File: src/rtl/frg_pkg.sv
`timescale 1ns/1ps
package frg_pkg;

    localparam int WORD_W  = 32;
    localparam int BLK_W   = 13;
    localparam int BLK_LSB = 12;
    localparam int WPE_BIT = 31;
    localparam int RPE_BIT = 15;
    localparam int HI_LSB  = 16;
    localparam int LO_LSB  = 0;

    typedef enum logic {LK_OPEN, LK_SEALED} lock_state_e;
    typedef enum logic {ER_CLEAR, ER_HELD} err_state_e;

    typedef struct packed {
        logic             wpe;
        logic             rpe;
        logic [BLK_W-1:0] hi;
        logic [BLK_W-1:0] lo;
    } range_t;

    function automatic range_t word_to_range(input logic [WORD_W-1:0] w);
        range_t r;
        r.wpe = w[WPE_BIT];
        r.rpe = w[RPE_BIT];
        r.hi  = w[HI_LSB +: BLK_W];
        r.lo  = w[LO_LSB +: BLK_W];
        return r;
    endfunction

    function automatic logic [WORD_W-1:0] range_to_word(input range_t r);
        logic [WORD_W-1:0] w;
        w = '0;
        w[WPE_BIT]          = r.wpe;
        w[RPE_BIT]          = r.rpe;
        w[HI_LSB +: BLK_W]  = r.hi;
        w[LO_LSB +: BLK_W]  = r.lo;
        return w;
    endfunction

endpackage

File: src/rtl/frg_range_reg.sv
`timescale 1ns/1ps
module frg_range_reg
    import frg_pkg::*;
#(
    parameter int IDX   = 0,
    parameter int IDX_W = 3
) (
    input  logic                clk,
    input  logic                rst_n,
    input  logic                wr_en,
    input  logic [IDX_W-1:0]    wr_idx,
    input  logic [WORD_W-1:0]   wr_data,
    input  logic                sealed_i,
    output range_t              cfg_o
);

    range_t cfg_q;
    logic   take;
    logic   unused_rsv;

    assign take       = wr_en && !sealed_i && (wr_idx == IDX_W'(IDX));
    assign unused_rsv = ^{wr_data[30:29], wr_data[14:13]};

    always_ff @(posedge clk or negedge rst_n) begin
        if (!rst_n) begin
            cfg_q <= '0;
        end else if (take) begin
            cfg_q <= word_to_range(wr_data);
        end
    end

    assign cfg_o = cfg_q;

    AST_FROZEN_WHEN_SEALED: assert property (@(posedge clk) disable iff (!rst_n)
        sealed_i |=> $stable(cfg_q));

endmodule

File: src/rtl/frg_range_match.sv
`timescale 1ns/1ps
module frg_range_match
    import frg_pkg::*;
(
    input  range_t              cfg_i,
    input  logic [BLK_W-1:0]    blk_i,
    input  logic                is_write_i,
    output logic                hit_o
);

    logic enabled;
    logic above_lo;
    logic below_hi;

    always_comb begin
        enabled  = is_write_i ? cfg_i.wpe : cfg_i.rpe;
        above_lo = (blk_i >= cfg_i.lo);
        below_hi = (blk_i <= cfg_i.hi);
        hit_o    = enabled && above_lo && below_hi;
    end

endmodule

File: src/rtl/frg_first_hit.sv
`timescale 1ns/1ps
module frg_first_hit #(
    parameter int N     = 5,
    parameter int IDX_W = 3
) (
    input  logic [N-1:0]        hits_i,
    output logic                any_o,
    output logic [IDX_W-1:0]    idx_o
);

    always_comb begin
        any_o = 1'b0;
        idx_o = '0;
        for (int i = N - 1; i >= 0; i--) begin
            if (hits_i[i]) begin
                any_o = 1'b1;
                idx_o = IDX_W'(i);
            end
        end
    end

endmodule

File: src/rtl/flash_range_guard.sv
`timescale 1ns/1ps
module flash_range_guard
    import frg_pkg::*;
#(
    parameter int NUM_RANGES = 5,
    parameter int ADDR_W     = 32,
    localparam int IDX_W     = $clog2(NUM_RANGES + 1),
    localparam int FLASH_AW  = BLK_LSB + BLK_W
) (
    input  logic                clk,
    input  logic                rst_n,
    input  logic                cfg_wr_en,
    input  logic [IDX_W-1:0]    cfg_wr_idx,
    input  logic [WORD_W-1:0]   cfg_wr_data,
    input  logic [IDX_W-1:0]    cfg_rd_idx,
    output logic [WORD_W-1:0]   cfg_rd_data,
    input  logic                seal_req,
    output logic                sealed,
    input  logic                chk_valid,
    input  logic [ADDR_W-1:0]   chk_addr,
    input  logic                chk_is_write,
    output logic                rsp_valid,
    output logic                rsp_deny,
    output logic [IDX_W-1:0]    rsp_idx,
    output logic                viol_flag,
    input  logic                viol_clr
);

    lock_state_e lk_q, lk_d;
    err_state_e  er_q, er_d;

    range_t              cfgs [NUM_RANGES];
    logic [NUM_RANGES-1:0] hits;
    logic                any_hit;
    logic [IDX_W-1:0]    first_idx;
    logic [BLK_W-1:0]    blk;
    logic                deny_now;
    logic                sealed_w;
    logic                unused_addr;

    logic                rsp_valid_q;
    logic                rsp_deny_q;
    logic [IDX_W-1:0]    rsp_idx_q;

    assign blk         = chk_addr[BLK_LSB +: BLK_W];
    assign unused_addr = ^{chk_addr[ADDR_W-1:FLASH_AW], chk_addr[BLK_LSB-1:0]};

    // Range registers and comparators, one pair per range
    generate
        for (genvar g = 0; g < NUM_RANGES; g++) begin : g_range
            frg_range_reg #(.IDX(g), .IDX_W(IDX_W)) u_reg (
                .clk      (clk),
                .rst_n    (rst_n),
                .wr_en    (cfg_wr_en),
                .wr_idx   (cfg_wr_idx),
                .wr_data  (cfg_wr_data),
                .sealed_i (sealed_w),
                .cfg_o    (cfgs[g])
            );
            frg_range_match u_match (
                .cfg_i      (cfgs[g]),
                .blk_i      (blk),
                .is_write_i (chk_is_write),
                .hit_o      (hits[g])
            );
        end
    endgenerate

    frg_first_hit #(.N(NUM_RANGES), .IDX_W(IDX_W)) u_first (
        .hits_i (hits),
        .any_o  (any_hit),
        .idx_o  (first_idx)
    );

    // Lock state machine: state register
    always_ff @(posedge clk or negedge rst_n) begin
        if (!rst_n) lk_q <= LK_OPEN;
        else        lk_q <= lk_d;
    end

    // Lock state machine: transitions
    always_comb begin
        lk_d = lk_q;
        unique case (lk_q)
            LK_OPEN:   if (seal_req) lk_d = LK_SEALED;
            LK_SEALED: lk_d = LK_SEALED;
            default:   lk_d = LK_OPEN;
        endcase
    end

    assign sealed_w = (lk_q == LK_SEALED);
    assign deny_now = chk_valid && sealed_w && any_hit;

    // Violation state machine: state register
    always_ff @(posedge clk or negedge rst_n) begin
        if (!rst_n) er_q <= ER_CLEAR;
        else        er_q <= er_d;
    end

    // Violation state machine: transitions
    always_comb begin
        er_d = er_q;
        unique case (er_q)
            ER_CLEAR: if (deny_now) er_d = ER_HELD;
            ER_HELD:  if (viol_clr && !deny_now) er_d = ER_CLEAR;
            default:  er_d = ER_CLEAR;
        endcase
    end

    // Check response register
    always_ff @(posedge clk or negedge rst_n) begin
        if (!rst_n) begin
            rsp_valid_q <= 1'b0;
            rsp_deny_q  <= 1'b0;
            rsp_idx_q   <= '0;
        end else begin
            rsp_valid_q <= chk_valid;
            rsp_deny_q  <= deny_now;
            rsp_idx_q   <= deny_now ? first_idx : '0;
        end
    end

    // Outputs
    always_comb begin
        sealed    = sealed_w;
        viol_flag = (er_q == ER_HELD);
        rsp_valid = rsp_valid_q;
        rsp_deny  = rsp_deny_q;
        rsp_idx   = rsp_idx_q;
        cfg_rd_data = '0;
        for (int i = 0; i < NUM_RANGES; i++) begin
            if (cfg_rd_idx == IDX_W'(i)) cfg_rd_data = range_to_word(cfgs[i]);
        end
    end

    AST_SEAL_HOLDS: assert property (@(posedge clk) disable iff (!rst_n)
        sealed |=> sealed);
    AST_OPEN_ALLOWS: assert property (@(posedge clk) disable iff (!rst_n)
        (!sealed && chk_valid) |=> !rsp_deny);
    AST_RSP_FOLLOWS_REQ: assert property (@(posedge clk) disable iff (!rst_n)
        chk_valid |=> rsp_valid);
    AST_NO_SPURIOUS_RSP: assert property (@(posedge clk) disable iff (!rst_n)
        !chk_valid |=> !rsp_valid);
    AST_DENY_FLAGGED: assert property (@(posedge clk) disable iff (!rst_n)
        rsp_deny |-> (viol_flag && rsp_valid));
    AST_ALLOW_IDX_ZERO: assert property (@(posedge clk) disable iff (!rst_n)
        (rsp_valid && !rsp_deny) |-> (rsp_idx == '0));

endmodule

File: config.mk
export PLATFORM = sky130hd
export DESIGN_NAME = flash_range_guard
export DESIGN_NICKNAME = d
export VERILOG_FILES = /design/src/rtl/frg_pkg.sv /design/src/rtl/frg_range_reg.sv /design/src/rtl/frg_range_match.sv /design/src/rtl/frg_first_hit.sv /design/src/rtl/flash_range_guard.sv
export SDC_FILE = /design/constraint.sdc
export NUM_CORES = 1
export LEC_CHECK = 0
export ABC_AREA = 1
export BUFFER_PORTS_ARGS = -buffer_cell sky130_fd_sc_hd__buf_2
export CAP_MARGIN = 10
export CORE_ASPECT_RATIO = 1.5
export CORE_MARGIN = 3
export CORE_UTILIZATION = 41
export DETAILED_ROUTE_END_ITERATION = 10
export GPL_ROUTABILITY_DRIVEN = 0
export PLACE_DENSITY = 0.63
export SYNTH_ARGS = -nofsm -noshare
export SYNTH_HDL_FRONTEND = slang
export SYNTH_SLANG_ARGS = --single-unit
export TNS_END_PERCENT = 100
File: constraint.sdc
create_clock -name clk -period 2.3 [get_ports clk]
set_input_delay 0.23 -clock clk [delete_from_list [all_inputs] [get_ports clk]]
set_output_delay 0.23 -clock clk [all_outputs]
set_load 0.02 [all_outputs]
==> key figures, run 1 <==
Yosys
  – Primary FF master, synth: dfrtp_1
  – Unique cell type count in the Yosys netlist: 33
  – Synth Area in Adders: 0.164
  – Post-synth EDFFs: 0
  – Simple-gate share of the synthesized area: 0.215
  – Post-synth ARST share: 1.00
  – Compound-cell area share of the yosys netlist: 0.133
  – Post-synthesis mux area share: 0.00340
  – Mean Syn Cell Area: approximately 7.6 µm²
  – Yosys Warn Count: 0
  – Largest family of logic cells by synthesized area: simple AND/OR/NAND/NOR gates
  – Sequential area share after synthesis: 0.370
  – Synthesized flop and latch total: between 100 and 150
  – Cells after Synth: 1310
  – Synthesized area: 9930 µm²
  – Xor/xnor share of the synthesized area: 0

Power and ir drop
  – Maximum vdd drop: 0.544 mV
  – Leak Pwr: 5.61 nW
  – Pwr dens: 565 nW/µm²
  – Power consumption: 6.40 mW

Detailed routing
  – Post-Route WL: 29100 µm
  – Detailed Routing Iterations Pass 1: 5
  – Routed WL per cell: 16.9 µm
  – Post-route DRC: 0
  – Vias per cell: 5.08
  – Drt first-iter violations: 489
  – Vias: just under 9000
  – DRT antenna net count: 0

Die
  – Die width: 133 µm
  – Core area: about 24000 µm²
  – Cell Rows: 69
  – Chip height: 197 µm
  – Initial core utilization: 0.418
  – I/O Pins: 116
  – Die area: 26200 µm²

Clock tree
  – Clock transition at path regs: 0.06 ns
  – Clock sink total: around 150
  – Worst-Skew Late Latency: 0.43 ns
  – TritonCTS clock tree: built
  – Clk buf depth: 2
  – Num CTS Buffers: 17
  – H-tree depth: 4
  – CTS Hold Bufs: 3
  – CTS root buffer: clkbuf_16
  – Post-CTS setup buffer count: 0
  – Post_cts resized: 0

Layout
  – Layout Utilization: 0.477
  – Final nets: 1602
  – Diodes inserted: 0
  – Fillers: between 2000 and 2500
  – Area grow syn2layout: 13.9%
  – Post-route cell area: 11300 µm²
  – Share of cells above drive strength 1: 0.107

Global routing
  – Initial antenna violation count: 1
  – Total track usage: 0.229
  – Vias in the first global route: 8748
  – First-pass GRT wire length: 46100 µm
  – Grt total ovfl: 0
  – Largest net degree at the start of global routing: a little over 60

STA
  – Fin. max-slew vios: 0
  – RSZ-0062 raised after global routing: no
  – Setup_tns: 0 ns
  – Tcrit/Tclk final: 0.894
  – Setup Viol. Count Final: 0
  – Peak Freq: roughly 500 MHz
  – Final Skew: 0.00712 ns
  – Slew HR: 0.559
  – Hold Fails Final Rpt: 0
  – Tmin final: a little over 2 ns
  – WHS: 0.0417 ns
  – Worst-Margin Slew: 0.661 ns

Place
  – DP Wirelength: around 21000 µm
  – IO Port Bufs: 88
  – Dpl cell area: about 11000 µm²

Worst setup path
  – Cell at the slowest stage of the critical path: dfrtp_1
  – Arrival @ worst endpoint: ~2.4 ns
  – Max incr delay on CP: 0.39 ns
  – CP cell instances: inv_1 -> ha_1 -> nand4_1 -> nor2_1 -> nand3_1 -> nand2_1 -> nand3_1 -> nand3b_1 -> nor2_1
  – Setup CP Type: flop to flop
  – Crit path max fanout: 3
  – Crit path launch type: flop
  – Crit. End Element: flop
  – WP data required: 2.62 ns

Job
  – Max-cap viol count: 0

Run status
  – Status: finished, final reports clean

Min path
  – Min-delay worst type: input port to flop
-- Yosys cell counts (all sizes together) (2+ instances only) --
library cell / instances / area, µm²
nand2: 360 / 1360
inv: 227 / 852
dfrtp: 147 / 3680
o21ai: 147 / 736
ha: 130 / 1630
a21oi: 72 / 360
nand3: 65 / 355
nor2: 42 / 158
buf: 33 / 229
o22ai: 28 / 175
nand4: 15 / 93.8
clkbuf: 12 / 50.1
nor3: 10 / 95.1
nand3b: 5 / 37.5
and2: 3 / 18.8
mux2: 3 / 33.8
o21bai: 3 / 26.3
o21a: 2 / 15.0
-- metrics by stage --
step / std cells / worst slack (ns)
3_5_place_dp: 1692 / 0.177
4_1_cts: 1724 / 0.266
5_1_grt: 1724 / 0.0828
2_1_floorplan: 1313 / 0.668
6_report: 1724 / 0.245
3_3_place_gp: 1692 / 0.174
-- layer usage --
layer	wire [µm]	GRT usage
met1	11100	0.242
met5	11	0
met2	15200	0.420
met4	1880	0.146
met3	889	0.0380
-- cells by family (layout without fill, tap and decap cells) --
family          after synthesis  in the layout
simple gates                504            504
buf+inv                     272            364
compound gates              253            253
flops                       147            147
fa+ha+maj                   130            130
mux                           3              3
other cells                   1              4
-- cell usage in the layout, fill, tap and decap left out, types with 2 or more instances in the layout --
master / count
nand4_1: 15
clkbuf_8: 4
o22ai_1: 28
nand3b_1: 5
mux2_2: 3
nor3_4: 4
a21oi_1: 72
nand2_1: 358
inv_2: 2
nand3_1: 58
buf_12: 8
buf_4: 9
conb_1: 4
dfrtp_1: 147
clkinv_2: 3
ha_1: 130
clkbuf_16: 17
nor2_1: 42
inv_1: 225
o21ai_0: 127
nand3_2: 7
o21bai_1: 2
clkbuf_1: 3
o21a_1: 2
dlygate4sd3_1: 3
o21ai_1: 20
nand2_2: 2
and2_1: 3
nor3_1: 6
buf_2: 87
-- critical path, delay by kind of cell (launching register included) --
kind,cells,cell delay (ns)
simple gates,7,1.18
flops,1,0.39
fa+ha+maj,1,0.30
buf+inv,1,0.06
-- sequential cells by signal (all words and copies together) (netlist names) --
| register | flops |
|---|---|
| rsp_valid | 1 |
| rsp_idx | 3 |
| viol_flag | 1 |
| g_range.u_reg.cfg_o | 140 |
| sealed | 1 |
| rsp_deny | 1 |
-- layout make-up --
cell class / instances / area [µm²] / share of cell area
timing repair buffer: 108 / 704 / 0.0622
multi-input combinational: 894 / 5140 / 0.454
clock inverter: 5 / 52.6 / 0.00464
inverter: 227 / 852 / 0.0753
clock buffer: 24 / 492 / 0.0434
sequential: 147 / 3680 / 0.325
tap: 319 / 399 / 0.0353
-- power by group --
part           internal, mW  switching, mW  total [mW]  leakage (nW)
Clock                  1.58           1.05        2.63         0.268
Combinational         0.366          0.656        1.02          3.33
Sequential             2.68         0.0666        2.75          2.01
Total                  4.62           1.77        6.40          5.61
-- worst paths after layout --
path	start	end	slack [ns]	cells after the start
worst min register to register	g_range[1].u_reg.cfg_o[23]$_DFFE_PN0P_	g_range[1].u_reg.cfg_o[23]$_DFFE_PN0P_	0.48	2
worst min-delay path	viol_clr	viol_flag$_DFF_PN0_	0.04	4
worst max register to register	g_range[4].u_reg.cfg_o[25]$_DFFE_PN0P_	rsp_idx[2]$_DFF_PN0_	0.24	9
min in group asynchronous	rst_n	g_range[3].u_reg.cfg_o[2]$_DFFE_PN0P_	0.25	2
max in group asynchronous	rst_n	g_range[2].u_reg.cfg_o[9]$_DFFE_PN0P_	1.34	3
worst max-delay path	g_range[4].u_reg.cfg_o[25]$_DFFE_PN0P_	rsp_idx[2]$_DFF_PN0_	0.24	9
Note: power is estimated with default switching activity, not from simulation.
==> run 2: changes to the inputs <==
--- a/config.mk
+++ b/config.mk
@@ -6,6 +6,7 @@
 export NUM_CORES = 1
 export LEC_CHECK = 0
 export ABC_AREA = 1
+export ABC_CLOCK_PERIOD_IN_PS = 2300
 export BUFFER_PORTS_ARGS = -buffer_cell sky130_fd_sc_hd__buf_2
 export CAP_MARGIN = 10
 export CORE_ASPECT_RATIO = 1.5
@@ -14,6 +15,7 @@
 export DETAILED_ROUTE_END_ITERATION = 10
 export GPL_ROUTABILITY_DRIVEN = 0
 export PLACE_DENSITY = 0.63
+export REMOVE_ABC_BUFFERS = 1
 export SYNTH_ARGS = -nofsm -noshare
 export SYNTH_HDL_FRONTEND = slang
 export SYNTH_SLANG_ARGS = --single-unit
==> run 2 against run 1 <==
  * Utilization grew 0.43 points
  * Via count shrank 0.74%
  * Count of clock-buffer cells in the layout shrank 3
  * Setup slack gained 0.055 ns
  * Clock power grew 22%
  * Cell area grew 0.90%
==> key figures, run 2 (synthesis gave the netlist of run 1 again) <==
Detailed routing
  – Vias: 8685 (-0.74%)
  – Detailed Routing Iterations Pass 1: 6 (+1)
  – Post-route DRC: 0 (unchanged)
  – DRT antenna net count: 0 (unchanged)
  – Drt first-iter violations: 493 (+0.82%)
  – Vias per cell: 5.04 (-0.74%)
  – Post-Route WL: 27900 µm (-4.2%)
  – Routed WL per cell: 16.2 µm (-4.2%)

Die
  – Die area: 26200 µm² (unchanged)
  – I/O Pins: 116 (unchanged)
  – Initial core utilization: 0.418 (unchanged)
  – Core area: 23700 µm² (unchanged)
  – Chip height: 197 µm (unchanged)
  – Die width: 133 µm (unchanged)
  – Cell Rows: 69 (unchanged)

Worst setup path
  – Arrival @ worst endpoint: 2.32 ns (-0.05 ns)
  – FF-to-FF setup slack: 0.30 ns (+0.06 ns)
  – Crit path launch type: flop
  – Cell at the slowest stage of the critical path: dfrtp_1
  – Crit. End Element: flop
  – R2R cell count: 12 (+3)
  – CP cell instances: inv_1 -> ha_1 -> nand2_1 -> nor2_1 -> and2_1 -> nand2_1 -> nand2_1 -> nand2_1 -> nand3_2 -> nand3_1 -> o21bai_2 -> nor2_1
  – WP data required: 2.62 ns (about the same)
  – Crit path top cell by count: nand2_1
  – Crit path max fanout: 4 (+1)
  – Levels on crit path: 12 (+3)
  – Setup CP Type: flop to flop
  – Worst path bufs/invs: 1 (unchanged)
  – Max incr delay on CP: 0.37 ns (-0.02 ns)
  – Critical Path Start: g_range[3].u_reg.cfg_o[25]$_DFFE_PN0P_
  – Family with the most delay on the worst path: simple AND/OR/NAND/NOR gates
  – Reg-to-Reg Start: g_range[3].u_reg.cfg_o[25]$_DFFE_PN0P_
  – Reg2reg end: rsp_idx[0]$_DFF_PN0_

Power and ir drop
  – Clk pwr share: 0.460 (+0.049)
  – Switch share: 0.260 (-0.0167)
  – Share of power burned in registers: 0.393 (-0.036)
  – Cell-internal power: 5.16 mW (+12%)
  – Net switching power: 1.82 mW (+2.4%)
  – Maximum vdd drop: 0.525 mV (-3.4%)
  – Leak Pwr: 5.66 nW (+0.79%)
  – Pwr dens: 611 nW/µm² (+8.0%)
  – Logic gate share of total power: 0.147 (-0.013)

Min path
  – Min-delay worst type: input port to flop
  – WHS Endpoint: viol_flag$_DFF_PN0_
  – Hold depth: 4 (unchanged)
  – Min-delay src: viol_clr

Clock tree
  – Clock sink total: 147 (unchanged)
  – Post_cts resized: 0 (unchanged)
  – Post-CTS setup buffer count: 0 (unchanged)
  – Num CTS Buffers: 17 (unchanged)
  – H-tree depth: 4 (unchanged)
  – TritonCTS clock tree: built
  – Clk buf depth: 2 (unchanged)
  – CTS Hold Bufs: 3 (unchanged)
  – Clock transition at path regs: 0.06 ns (about the same)
  – Worst-Skew Late Latency: 0.43 ns (about the same)
  – CTS root buffer: clkbuf_16

STA
  – Final worst slack: 0.300 ns (+0.0553 ns)
  – Tmin final: 2.00 ns (-0.0553 ns)
  – Worst-Margin Slew: 0.633 ns (-0.0280 ns)
  – Fin. max-slew vios: 0 (unchanged)
  – Final Skew: 0.00529 ns (-0.00184 ns)
  – Setup_tns: 0 ns (unchanged)
  – Tcrit/Tclk final: 0.870 (-0.0240)
  – RSZ-0062 raised after global routing: no
  – Peak Freq: 500 MHz (+2.8%)
  – Setup Viol. Count Final: 0 (unchanged)
  – Hold Fails Final Rpt: 0 (unchanged)
  – Slew HR: 0.578 (+0.0187)

Global routing
  – Met3 Resource Use GR: 0.0342 (-0.00383)
  – First-pass GRT wire length: 45200 µm (-1.9%)
  – Largest net degree at the start of global routing: 57 (-6.6%)
  – Met2 Use GR: 0.413 (-0.00754)
  – Total track usage: 0.220 (-0.00873)
  – Met1 GRT Util: 0.245 (+0.00329)
  – Vias in the first global route: 8691 (-0.65%)
  – Busiest layer in global routing: met2
  – Grt total ovfl: 0 (unchanged)
  – Initial antenna violation count: 0 (-1)

Layout
  – Layout Utilization: 0.481 (+0.00427)
  – Area grow syn2layout: 15.0%
  – Max reg flops: 140 (unchanged)
  – Diodes inserted: 0 (unchanged)
  – Commonest non-fill, non-tap cell in the layout: nand2_1
  – Final nets: 1600 (-0.12%)
  – Most frequent cells in the layout: nand2_1, inv_1, dfrtp_1
  – Share of cells above drive strength 1: 0.109 (+0.00142)

Job
  – Max-cap viol count: 0 (unchanged)

Place
  – DP Wirelength: 19600 µm (-8.6%)
  – Dpl ws: 0.221 ns (+0.0445 ns)
  – IO Port Bufs: 88 (unchanged)

Run status
  – Status: finished, final reports clean
==> run 2: changes by cell type in the layout (fill, tap and decap cells not counted), sizes merged <==
| cell | change |
|---|---|
| buf | -2 |
| bufinv | +5 |
| clkbuf | -3 |
==> run 2: how the worst max path moves through the flow <==
stage	to	slack (ns)
5_1_grt	rsp_idx[0]$_DFF_PN0_	0.05
3_5_place_dp	viol_flag$_DFF_PN0_	0.22
3_3_place_gp	viol_flag$_DFF_PN0_	0.24
2_1_floorplan	g_range[4].u_reg.cfg_o[0]$_DFFE_PN0P_	0.35
6_report	rsp_idx[0]$_DFF_PN0_	0.30
4_1_cts	viol_flag$_DFF_PN0_	0.29
==> run 2: per-stage QoR <==
step	hold slack [ns]	std cells	instance area, µm²	power [mW]
6_report	0.0314	1724	11400	6.98
5_1_grt	0.0630	1724	11400	7.29
2_1_floorplan	-0.0656	1268	9670	3.39
3_3_place_gp	0.192	1690	10700	3.79
4_1_cts	0.0162	1724	11400	7.04
3_5_place_dp	0.189	1690	10700	3.81
==> run 2: worst register-to-register path, delay by kind of cell, from the launching register on <==
family                   cells  cell delay (ns)
adder cells (fa/ha/maj)      1             0.28
buffers and inverters        1             0.05
AND/OR/NAND/NOR              9             1.03
flip-flops                   1             0.37
AO/OA/AOI/OAI                1             0.18
==> run 2: power by group through the flow <==
stage	Combinational (mW)	Sequential, mW	Clock, mW
finish	1.02	2.74	3.21
global route	1.18	2.76	3.35
CTS	1.04	2.74	3.26
detailed placement	1.02	2.79	0
global placement	0.999	2.79	0
floorplan	0.608	2.78	0
==> run 2: metal layers <==
layer / routed length [µm] / vias to the layer above
li1: - / 4389
met1: 11100 / 4006
met2: 14700 / 230
met3: 1090 / 60
met4: 1100 / 0
met5: 0 / -
==> run 2: layout make-up <==
type / instances / area (µm²)
fill: 2329 / 12300
multi-input combinational: 894 / 5140
sequential: 147 / 3680
inverter: 227 / 852
timing repair buffer: 106 / 677
clock buffer: 21 / 470
tap: 319 / 399
clock inverter: 10 / 203
